[src/rtl/sd_dma_pkg.sv]
package sd_dma_pkg;
  localparam int REG_AW = 12;
  localparam int REG_W  = 32;
  localparam int NUM_CH = 2;

  localparam logic [REG_AW-1:0] OFF_MODE  = 12'h820;
  localparam logic [REG_AW-1:0] OFF_CTRL  = 12'h828;
  localparam logic [REG_AW-1:0] OFF_CHRST = 12'h830;
  localparam logic [REG_AW-1:0] OFF_STAT1 = 12'h840;
  localparam logic [REG_AW-1:0] OFF_MASK1 = 12'h848;
  localparam logic [REG_AW-1:0] OFF_STAT2 = 12'h850;
  localparam logic [REG_AW-1:0] OFF_MASK2 = 12'h858;
  localparam logic [REG_AW-1:0] OFF_BUF   = 12'h880;
  localparam logic [REG_AW-1:0] OFF_LEN   = 12'h888;

  localparam int MODE_CH_BIT  = 16;
  localparam int MODE_INC_BIT = 0;
  localparam int CHRST_LSB    = 8;

  typedef enum logic [2:0] {
    ST_IDLE, ST_MEM_RD, ST_CARD_OUT, ST_CARD_IN, ST_MEM_WR
  } xfer_state_e;

  function automatic int end_pos(int ch);
    return (ch == 0) ? 16 : 20;
  endfunction

  function automatic int err_pos(int ch);
    return 16 + ch;
  endfunction
endpackage

[src/rtl/sd_dma_regs.sv]
module sd_dma_regs
  import sd_dma_pkg::*;
#(
  parameter int CNT_W = 32
) (
  input  logic              clk_i,
  input  logic              rst_ni,
  input  logic              we_i,
  input  logic [REG_AW-1:0] addr_i,
  input  logic [REG_W-1:0]  wdata_i,
  output logic [REG_W-1:0]  rdata_o,
  output logic              start_o,
  output logic              ch_sel_o,
  output logic              inc_o,
  output logic [REG_W-1:0]  buf_addr_o,
  output logic [CNT_W-1:0]  len_o,
  output logic [NUM_CH-1:0] ch_rst_no
);
  logic [1:0] bw_q;

  assign start_o = we_i && (addr_i == OFF_CTRL) && wdata_i[0];

  always_ff @(posedge clk_i or negedge rst_ni) begin
    if (!rst_ni) begin
      ch_sel_o   <= 1'b0;
      inc_o      <= 1'b0;
      bw_q       <= 2'b00;
      buf_addr_o <= '0;
      len_o      <= '0;
      ch_rst_no  <= '1;
    end else if (we_i) begin
      case (addr_i)
        OFF_MODE: begin
          ch_sel_o <= wdata_i[MODE_CH_BIT];
          inc_o    <= wdata_i[MODE_INC_BIT];
          bw_q     <= wdata_i[5:4];
        end
        OFF_CHRST: ch_rst_no  <= wdata_i[CHRST_LSB +: NUM_CH];
        OFF_BUF:   buf_addr_o <= wdata_i;
        OFF_LEN:   len_o      <= wdata_i[CNT_W-1:0];
        default: ;
      endcase
    end
  end

  always_comb begin
    rdata_o = '0;
    case (addr_i)
      OFF_MODE: begin
        rdata_o[MODE_CH_BIT]  = ch_sel_o;
        rdata_o[MODE_INC_BIT] = inc_o;
        rdata_o[5:4]          = bw_q;
      end
      OFF_CHRST: rdata_o[CHRST_LSB +: NUM_CH] = ch_rst_no;
      OFF_BUF:   rdata_o = buf_addr_o;
      OFF_LEN:   rdata_o[CNT_W-1:0] = len_o;
      default: ;
    endcase
  end
endmodule

[src/rtl/sd_dma_status.sv]
module sd_dma_status
  import sd_dma_pkg::*;
(
  input  logic              clk_i,
  input  logic              rst_ni,
  input  logic              we_i,
  input  logic [REG_AW-1:0] addr_i,
  input  logic [REG_W-1:0]  wdata_i,
  output logic [REG_W-1:0]  rdata_o,
  input  logic [NUM_CH-1:0] ch_rst_ni,
  input  logic [NUM_CH-1:0] done_set_i,
  input  logic [NUM_CH-1:0] err_set_i,
  output logic              irq_o
);
  logic [REG_W-1:0]  mask1_q, mask2_q, stat1_v, stat2_v;
  logic [NUM_CH-1:0] end_v, err_v;
  logic wr1, wr2;

  assign wr1 = we_i && (addr_i == OFF_STAT1);
  assign wr2 = we_i && (addr_i == OFF_STAT2);

  for (genvar i = 0; i < NUM_CH; i++) begin : g_ch
    localparam int EB = end_pos(i);
    localparam int ER = err_pos(i);
    logic end_r, err_r;

    // channel reset wins, then hardware set, then write-zero clear
    always_ff @(posedge clk_i or negedge rst_ni) begin
      if (!rst_ni) begin
        end_r <= 1'b0;
        err_r <= 1'b0;
      end else if (!ch_rst_ni[i]) begin
        end_r <= 1'b0;
        err_r <= 1'b0;
      end else begin
        if (done_set_i[i])  end_r <= 1'b1;
        else if (wr1)       end_r <= end_r & wdata_i[EB];
        if (err_set_i[i])   err_r <= 1'b1;
        else if (wr2)       err_r <= err_r & wdata_i[ER];
      end
    end
    assign end_v[i] = end_r;
    assign err_v[i] = err_r;

    assert_w1_keep_end_R8: assert property (@(posedge clk_i) disable iff (!rst_ni)
      (wr1 && wdata_i[EB] && end_r && ch_rst_ni[i]) |=> end_r);
    assert_w1_keep_err_R8: assert property (@(posedge clk_i) disable iff (!rst_ni)
      (wr2 && wdata_i[ER] && err_r && ch_rst_ni[i]) |=> err_r);
    assert_rst_clear_R10: assert property (@(posedge clk_i) disable iff (!rst_ni)
      !ch_rst_ni[i] |=> !end_r && !err_r);
  end

  always_comb begin
    stat1_v = '0;
    stat2_v = '0;
    for (int i = 0; i < NUM_CH; i++) begin
      stat1_v[end_pos(i)] = end_v[i];
      stat2_v[err_pos(i)] = err_v[i];
    end
  end

  always_ff @(posedge clk_i or negedge rst_ni) begin
    if (!rst_ni) begin
      mask1_q <= '1;
      mask2_q <= '1;
    end else if (we_i) begin
      if (addr_i == OFF_MASK1) mask1_q <= wdata_i;
      if (addr_i == OFF_MASK2) mask2_q <= wdata_i;
    end
  end

  assign irq_o = |(stat1_v & ~mask1_q) | |(stat2_v & ~mask2_q);

  always_comb begin
    case (addr_i)
      OFF_STAT1: rdata_o = stat1_v;
      OFF_MASK1: rdata_o = mask1_q;
      OFF_STAT2: rdata_o = stat2_v;
      OFF_MASK2: rdata_o = mask2_q;
      default:   rdata_o = '0;
    endcase
  end

  assert_masked_quiet_R9: assert property (@(posedge clk_i) disable iff (!rst_ni)
    (&mask1_q && &mask2_q) |-> !irq_o);
endmodule

[src/rtl/sd_dma_xfer.sv]
module sd_dma_xfer
  import sd_dma_pkg::*;
#(
  parameter int CNT_W       = 32,
  parameter int ALIGN_BYTES = 128
) (
  input  logic              clk_i,
  input  logic              rst_ni,
  input  logic              start_i,
  input  logic              ch_sel_i,
  input  logic              inc_i,
  input  logic [REG_W-1:0]  buf_addr_i,
  input  logic [CNT_W-1:0]  len_i,
  input  logic [NUM_CH-1:0] ch_rst_ni,
  output logic [NUM_CH-1:0] done_set_o,
  output logic [NUM_CH-1:0] err_set_o,
  output logic              mem_req_o,
  output logic              mem_we_o,
  output logic [REG_W-1:0]  mem_addr_o,
  output logic [REG_W-1:0]  mem_wdata_o,
  input  logic              mem_ack_i,
  input  logic              mem_err_i,
  input  logic [REG_W-1:0]  mem_rdata_i,
  output logic              card_tx_valid_o,
  output logic [REG_W-1:0]  card_tx_data_o,
  input  logic              card_tx_ready_i,
  input  logic              card_rx_valid_i,
  input  logic [REG_W-1:0]  card_rx_data_i,
  output logic              card_rx_ready_o
);
  localparam int ALIGN_LSB  = $clog2(ALIGN_BYTES);
  localparam int BEAT_BYTES = REG_W / 8;

  xfer_state_e      state_q, state_d;
  logic             ch_q, inc_q;
  logic [REG_W-1:0] cur_q, data_q;
  logic [CNT_W-1:0] remain_q;
  logic             abort, last, unaligned, beat_done;
  logic [REG_W-1:0] step;

  assign abort     = (state_q != ST_IDLE) && !ch_rst_ni[ch_q];
  assign last      = (remain_q == CNT_W'(1));
  assign unaligned = |buf_addr_i[ALIGN_LSB-1:0];
  assign step      = inc_q ? REG_W'(BEAT_BYTES) : '0;
  assign beat_done = ((state_q == ST_CARD_OUT) && card_tx_ready_i) ||
                     ((state_q == ST_MEM_WR) && mem_ack_i && !mem_err_i);

  always_comb begin
    state_d    = state_q;
    done_set_o = '0;
    err_set_o  = '0;
    if (abort) begin
      state_d = ST_IDLE;
    end else begin
      case (state_q)
        ST_IDLE:
          if (start_i && ch_rst_ni[ch_sel_i]) begin
            if (unaligned)          err_set_o[ch_sel_i]  = 1'b1;
            else if (len_i == '0)   done_set_o[ch_sel_i] = 1'b1;
            else state_d = ch_sel_i ? ST_CARD_IN : ST_MEM_RD;
          end
        ST_MEM_RD:
          if (mem_ack_i) begin
            if (mem_err_i) begin
              err_set_o[ch_q] = 1'b1;
              state_d = ST_IDLE;
            end else state_d = ST_CARD_OUT;
          end
        ST_CARD_OUT:
          if (card_tx_ready_i) begin
            if (last) begin
              done_set_o[ch_q] = 1'b1;
              state_d = ST_IDLE;
            end else state_d = ST_MEM_RD;
          end
        ST_CARD_IN:
          if (card_rx_valid_i) state_d = ST_MEM_WR;
        ST_MEM_WR:
          if (mem_ack_i) begin
            if (mem_err_i) begin
              err_set_o[ch_q] = 1'b1;
              state_d = ST_IDLE;
            end else if (last) begin
              done_set_o[ch_q] = 1'b1;
              state_d = ST_IDLE;
            end else state_d = ST_CARD_IN;
          end
        default: state_d = ST_IDLE;
      endcase
    end
  end

  always_ff @(posedge clk_i or negedge rst_ni) begin
    if (!rst_ni) begin
      state_q  <= ST_IDLE;
      ch_q     <= 1'b0;
      inc_q    <= 1'b0;
      cur_q    <= '0;
      data_q   <= '0;
      remain_q <= '0;
    end else begin
      state_q <= state_d;
      if (state_q == ST_IDLE && state_d != ST_IDLE) begin
        ch_q     <= ch_sel_i;
        inc_q    <= inc_i;
        cur_q    <= buf_addr_i;
        remain_q <= len_i;
      end
      if (!abort) begin
        if (state_q == ST_MEM_RD && mem_ack_i) data_q <= mem_rdata_i;
        if (state_q == ST_CARD_IN && card_rx_valid_i) data_q <= card_rx_data_i;
        if (beat_done && !last) begin
          remain_q <= remain_q - CNT_W'(1);
          cur_q    <= cur_q + step;
        end
      end
    end
  end

  assign mem_req_o       = (state_q == ST_MEM_RD) || (state_q == ST_MEM_WR);
  assign mem_we_o        = (state_q == ST_MEM_WR);
  assign mem_addr_o      = cur_q;
  assign mem_wdata_o     = data_q;
  assign card_tx_valid_o = (state_q == ST_CARD_OUT);
  assign card_tx_data_o  = data_q;
  assign card_rx_ready_o = (state_q == ST_CARD_IN);

  assert_one_side_R2: assert property (@(posedge clk_i) disable iff (!rst_ni)
    $onehot0({mem_req_o, card_tx_valid_o, card_rx_ready_o}));
  assert_mem_hold_R12: assert property (@(posedge clk_i) disable iff (!rst_ni)
    (mem_req_o && !mem_ack_i && ch_rst_ni[ch_q]) |=>
      (mem_req_o && $stable(mem_addr_o) && $stable(mem_we_o) && $stable(mem_wdata_o)));
  assert_tx_hold_R12: assert property (@(posedge clk_i) disable iff (!rst_ni)
    (card_tx_valid_o && !card_tx_ready_i && ch_rst_ni[ch_q]) |=>
      (card_tx_valid_o && $stable(card_tx_data_o)));
  assert_abort_idle_R10: assert property (@(posedge clk_i) disable iff (!rst_ni)
    (mem_req_o || card_tx_valid_o || card_rx_ready_o) && !ch_rst_ni[ch_q] |=>
      !(mem_req_o || card_tx_valid_o || card_rx_ready_o));
  assert_end_xor_err_R7: assert property (@(posedge clk_i) disable iff (!rst_ni)
    !(|(done_set_o & err_set_o)));
endmodule

[src/rtl/sd_dma_engine.sv]
module sd_dma_engine
  import sd_dma_pkg::*;
#(
  parameter int CNT_W       = 32,
  parameter int ALIGN_BYTES = 128
) (
  input  logic                clk_i,
  input  logic                rst_ni,
  input  logic                reg_we_i,
  input  logic [REG_AW-1:0]   reg_addr_i,
  input  logic [REG_W-1:0]    reg_wdata_i,
  output logic [REG_W-1:0]    reg_rdata_o,
  output logic                irq_o,
  output logic                mem_req_o,
  output logic                mem_we_o,
  output logic [REG_W-1:0]    mem_addr_o,
  output logic [REG_W-1:0]    mem_wdata_o,
  input  logic                mem_ack_i,
  input  logic                mem_err_i,
  input  logic [REG_W-1:0]    mem_rdata_i,
  output logic                card_tx_valid_o,
  output logic [REG_W-1:0]    card_tx_data_o,
  input  logic                card_tx_ready_i,
  input  logic                card_rx_valid_i,
  input  logic [REG_W-1:0]    card_rx_data_i,
  output logic                card_rx_ready_o
);
  logic              start, ch_sel, inc;
  logic [REG_W-1:0]  buf_addr, cfg_rdata, stat_rdata;
  logic [CNT_W-1:0]  len;
  logic [NUM_CH-1:0] ch_rst_n, done_set, err_set;

  sd_dma_regs #(.CNT_W(CNT_W)) u_regs (
    .clk_i, .rst_ni,
    .we_i(reg_we_i), .addr_i(reg_addr_i), .wdata_i(reg_wdata_i), .rdata_o(cfg_rdata),
    .start_o(start), .ch_sel_o(ch_sel), .inc_o(inc),
    .buf_addr_o(buf_addr), .len_o(len), .ch_rst_no(ch_rst_n)
  );

  sd_dma_status u_status (
    .clk_i, .rst_ni,
    .we_i(reg_we_i), .addr_i(reg_addr_i), .wdata_i(reg_wdata_i), .rdata_o(stat_rdata),
    .ch_rst_ni(ch_rst_n), .done_set_i(done_set), .err_set_i(err_set), .irq_o
  );

  sd_dma_xfer #(.CNT_W(CNT_W), .ALIGN_BYTES(ALIGN_BYTES)) u_xfer (
    .clk_i, .rst_ni,
    .start_i(start), .ch_sel_i(ch_sel), .inc_i(inc), .buf_addr_i(buf_addr), .len_i(len),
    .ch_rst_ni(ch_rst_n), .done_set_o(done_set), .err_set_o(err_set),
    .mem_req_o, .mem_we_o, .mem_addr_o, .mem_wdata_o,
    .mem_ack_i, .mem_err_i, .mem_rdata_i,
    .card_tx_valid_o, .card_tx_data_o, .card_tx_ready_i,
    .card_rx_valid_i, .card_rx_data_i, .card_rx_ready_o
  );

  assign reg_rdata_o = cfg_rdata | stat_rdata;
endmodule

[config.mk]
export PLATFORM = sky130hd
export DESIGN_NAME = sd_dma_engine
export DESIGN_NICKNAME = d
export VERILOG_FILES = /design/src/rtl/sd_dma_pkg.sv /design/src/rtl/sd_dma_regs.sv /design/src/rtl/sd_dma_status.sv /design/src/rtl/sd_dma_xfer.sv /design/src/rtl/sd_dma_engine.sv
export SDC_FILE = /design/constraint.sdc
export NUM_CORES = 1
export LEC_CHECK = 0
export BUFFER_PORTS_ARGS = -buffer_cell sky130_fd_sc_hd__buf_2
export CORE_UTILIZATION = 55
export DETAILED_ROUTE_END_ITERATION = 12
export PLACE_DENSITY = 0.8
export RECOVER_POWER = 25
export SLEW_MARGIN = 40
export SYNTH_ARGS = -nofsm -noshare
export SYNTH_HDL_FRONTEND = slang
export SYNTH_SLANG_ARGS = --single-unit
export TNS_END_PERCENT = 5
[constraint.sdc]
create_clock -name clk_i -period 3.05 [get_ports clk_i]
set_input_delay 0.61 -clock clk_i [delete_from_list [all_inputs] [get_ports clk_i]]
set_output_delay 0.61 -clock clk_i [all_outputs]
set_load 0.1 [all_outputs]
==> flow_metrics.py <==
metrics = {
    "status": {
        "status": "finished, violations left",
        "violations": "max-capacitance violations, max-slew violations",
    },
    "setup_path": {
        "cp.required_ns": 2.44,
        "worstPathMaxFanout": 33,
        "critPathBufInv": 4,
        "r2r_start": "u_xfer.remain_q[1]",
        "arrival_ns": 2.33,
        "path_class": "primary input to output port",
        "worst_r2r_endpoint": "u_xfer.mem_addr_o[14]",
        "worst_r2r_path_depth": 9,
        "path_delay_family": "simple AND/OR/NAND/NOR gates",
        "slowest_delay_ns": 0.34,
        "rrSetupSlack_ns": 0.21,
        "critPathLaunchType": "primary input",
        "endpoint_kind": "output port",
        "cpMaxStageDelayCell": "nor4b_1",
        "crit_chain": "buf_2 > nor4b_1 > buf_4 > nand2_1 > nor2_2 > buf_12 > a222oi_1 > nand2_1 > buf_12",
    },
    "power": {
        "switchingPower_w": 0.001353,
        "swShare": 0.2113,
        "intPower_w": 0.005051,
        "p_per_area_nw_per_um2": 433.1,
        "seqPwrFrac": 0.499,
        "pwr-share-comb": 0.033,
        "total_leakage_power_nw": 7.319,
        "irDropWorstVdd_uv": 330.6,
        "power_frac_clock": 0.468,
    },
    "yosys": {
        "yosysSeqAreaShare": 0.5036,
        "synth_top_family_by_area": "compound AO/OA/AOI/OAI gates",
        "synth_edf_count": 0,
        "synthMuxAreaShare": 0.1461,
        "synth_nets": 1287,
        "synth_area_per_cell_sq_um": 10.31,
        "ys_top_cells_by_area": "dfrtp_1 (36%), dfstp_2 (14%), mux2_2 (12%), a22oi_1 (4.0%), nor2_1 (3.8%)",
        "synth_xor_area_frac": 0.0007274,
        "yosys_warnings": 0,
        "synth.largest_area_cell": "dfrtp_1",
        "ys_async_sr_fraction": 1.000,
        "synth_top_area_share": 0.3596,
        "yosysUniqueCellTypes": 58,
        "synth-simple-area-share": 0.1438,
        "syn_area_sq_um": 12040,
        "synth_adder_area_share": 0.004157,
        "synth_compound_area_frac": 0.1491,
        "netlist_instances": 1168,
        "synth_top_flop_cell": "dfrtp_1",
        "ys_ff_latch": 239,
    },
    "cts": {
        "cts_hold_repair.buffers": 0,
        "clock_path_buffers": 3,
        "cts_tree": "built",
        "cts_buffers": 25,
        "htreeDepth": 1,
        "numClockSinks": 239,
        "clock-root-buffer": "clkbuf_16",
        "clk-insertion-delay-late_ns": 0.52,
        "clkSlewWorstSetupHoldPaths_ns": 0.05,
    },
    "drt": {
        "drc_errors": 0,
        "drt_iter0_drc": 1051,
        "finalWirelength_microns": 34820,
        "wire_per_inst_microns": 20.80,
        "ant_nets": 0,
        "drt_pass1_iterations": 6,
        "num_vias": 10490,
        "drt-vias-per-instance": 6.264,
    },
    "placement": {
        "place_hpwl_microns": 24490,
        "gp_congestion": 0.9477,
        "io_buffer_count": 247,
        "dp_cells": 1629,
    },
    "timing": {
        "worst_pin_slew_ns": 1.585,
        "setup_viol": 0,
        "final-hold-violation-count": 0,
        "fin_skew_ns": 0.01536,
        "maxSlewHeadroom": -0.05662,
        "drv_slew": 62,
        "finalCriticalPeriod_ns": 2.945,
        "fin_crit_sh": 0.9656,
        "fin_hold_ws_ns": 0.3735,
        "max_freq_ghz": 0.3396,
    },
    "floorplan": {
        "start_util": 0.5674,
        "io_pins": 248,
        "die-area_sq_um": 22490,
        "core.rowCount": 53,
        "die_w_microns": 150.0,
        "design.core.area_sq_um": 21220,
        "die_y_microns": 150.0,
    },
    "global_route": {
        "grt_remaining_overflow": 0,
        "grt_pass1_vias": 10240,
        "antenna_found_initial": 0,
        "grt_pass1_wl_microns": 55220,
        "grt_max_degree": 80,
        "track_usage": 0.3156,
    },
    "layout": {
        "fin_cells": 1674,
        "layout-drive-gt1-share": 0.3810,
        "n_antenna_cell": 0,
        "syn2layout_area_growth_pct": 22.81,
        "final_nets": 1500,
    },
    "worst_hold_path": {
        "min_path_type": "primary input to flop",
        "min_from": "reg_wdata_i[28]",
        "min_path_cells": 2,
        "whs_endpoint": "u_regs.buf_addr_o[28]",
    },
    "job": {
        "cap_violations": 1,
    },
}
-- cell families (layout without fill, tap and decap cells) --
kind of cell	after synthesis	in the layout
buffers and inverters	123	354
and+or+nand+nor	364	364
muxes	160	160
xor gates and xnor gates	1	1
AOI/OAI and AO/OA	277	277
DFF	239	239
adders and majority gates	4	4
-- final cells by class --
type,count,area (sq um)
inverter,28,105.1
fill,1552,6434
timing repair buffer,281,2072
sequential,239,6063
multi-input combinational,806,5391
tap,275,344.1
clock buffer,41,765.7
clock inverter,4,45.04
-- worst max path at each step --
| stage | from | end | slack (ns) | cells after the start |
|---|---|---|---|---|
| global placement | reg_addr_i[1] | reg_rdata_o[16] | 0.07 | 8 |
| detailed placement | reg_addr_i[1] | reg_rdata_o[16] | 0.09 | 8 |
| global route | reg_addr_i[9] | reg_rdata_o[20] | -0.008 | 9 |
| finish | reg_addr_i[9] | reg_rdata_o[20] | 0.11 | 9 |
| floorplan | reg_addr_i[9] | reg_rdata_o[16] | -0.30 | 6 |
| CTS | reg_addr_i[1] | reg_rdata_o[16] | 0.09 | 8 |
-- synthesized netlist by cell type, drive strengths merged (3+ instances only) --
master	instances
a22oi	64
or3b	3
nand2	96
nor4	23
a21oi	80
dfrtp	173
nor4b	3
o32ai	7
or3	5
and3	12
a21boi	3
buf	46
nor3	20
nand2b	3
nand4	8
a311oi	11
or2	5
a222oi	3
and4	4
ha	4
dfstp	66
inv	28
nor3b	6
nand3	29
o21ai	50
o22ai	11
a211oi	16
or4	8
clkbuf	49
mux2i	34
mux2	126
nor2b	4
nor2	122
and2	9
o31ai	4
a31oi	11
-- layout by cell type, fill, tap and decap left out, types with 24 or more instances in the layout --
cell and count:
buf_4 24, mux2i_1 34, nor2_1 118, a21oi_1 80, clkbuf_16 25, buf_2 214
inv_1 28, mux2_2 126, nand2_1 95, o21ai_0 36, dfrtp_1 173, nand3_1 29
dfstp_2 66, buf_12 40, a22oi_1 64
-- flip-flops by register name (all words and copies together) (netlist names) --
| name | cells |
|---|---|
| u_regs.buf_addr_o | 32 |
| u_regs.len_o | 32 |
| u_status.mask1_q | 32 |
| u_status.mask2_q | 32 |
| u_xfer.card_tx_data_o | 32 |
| u_xfer.mem_addr_o | 32 |
| u_xfer.remain_q | 32 |
| u_xfer.state_q | 3 |
| u_regs.bw_q | 2 |
| u_regs.ch_rst_no | 2 |
| u_status.g_ch.end_r | 2 |
| u_status.g_ch.err_r | 2 |
| u_regs.ch_sel_o | 1 |
| u_regs.inc_o | 1 |
| u_xfer.ch_q | 1 |
| u_xfer.inc_q | 1 |
-- layer usage --
metal / vias up / track usage / routed length (microns)
met1: 5140 / 0.4019 / 13160
met2: 552 / 0.5440 / 17840
li1: 4689 / - / -
met4: 0 / 0.1298 / 1330
met5: - / 0 / 0
met3: 105 / 0.03872 / 2487
-- timing repair --
item                                    4_1_cts  5_1_grt
gates resized for setup                       0        1
hold endpoints to repair                      0        0
endpoints found under the setup margin        0        3
buffers inserted                              0        0
-- power by group through the flow --
stage	combinational, W	clock (W)	sequential, W
floorplan	0.0000371	0	0.00324
global placement	0.000217	0	0.00325
global route	0.000239	0.00315	0.00319
detailed placement	0.000221	0	0.00325
CTS	0.000223	0.00303	0.00319
finish	0.000214	0.00300	0.00319
-- through the flow --
stage,cell area [sq um],setup TNS (ns),power [W],util,worst slack [ns]
detailed placement,14000,0,0.003468,0.6600,0.09080
finish,14790,0,0.006404,0.6968,0.1051
CTS,14820,0,0.006444,0.6982,0.08816
global route,14790,-0.01077,0.006583,0.6968,-0.007533
global placement,14000,0,0.003464,0.6600,0.06657
floorplan,12050,-6.816,0.003282,-,-0.2978
Note: power is estimated with default switching activity, not from simulation.
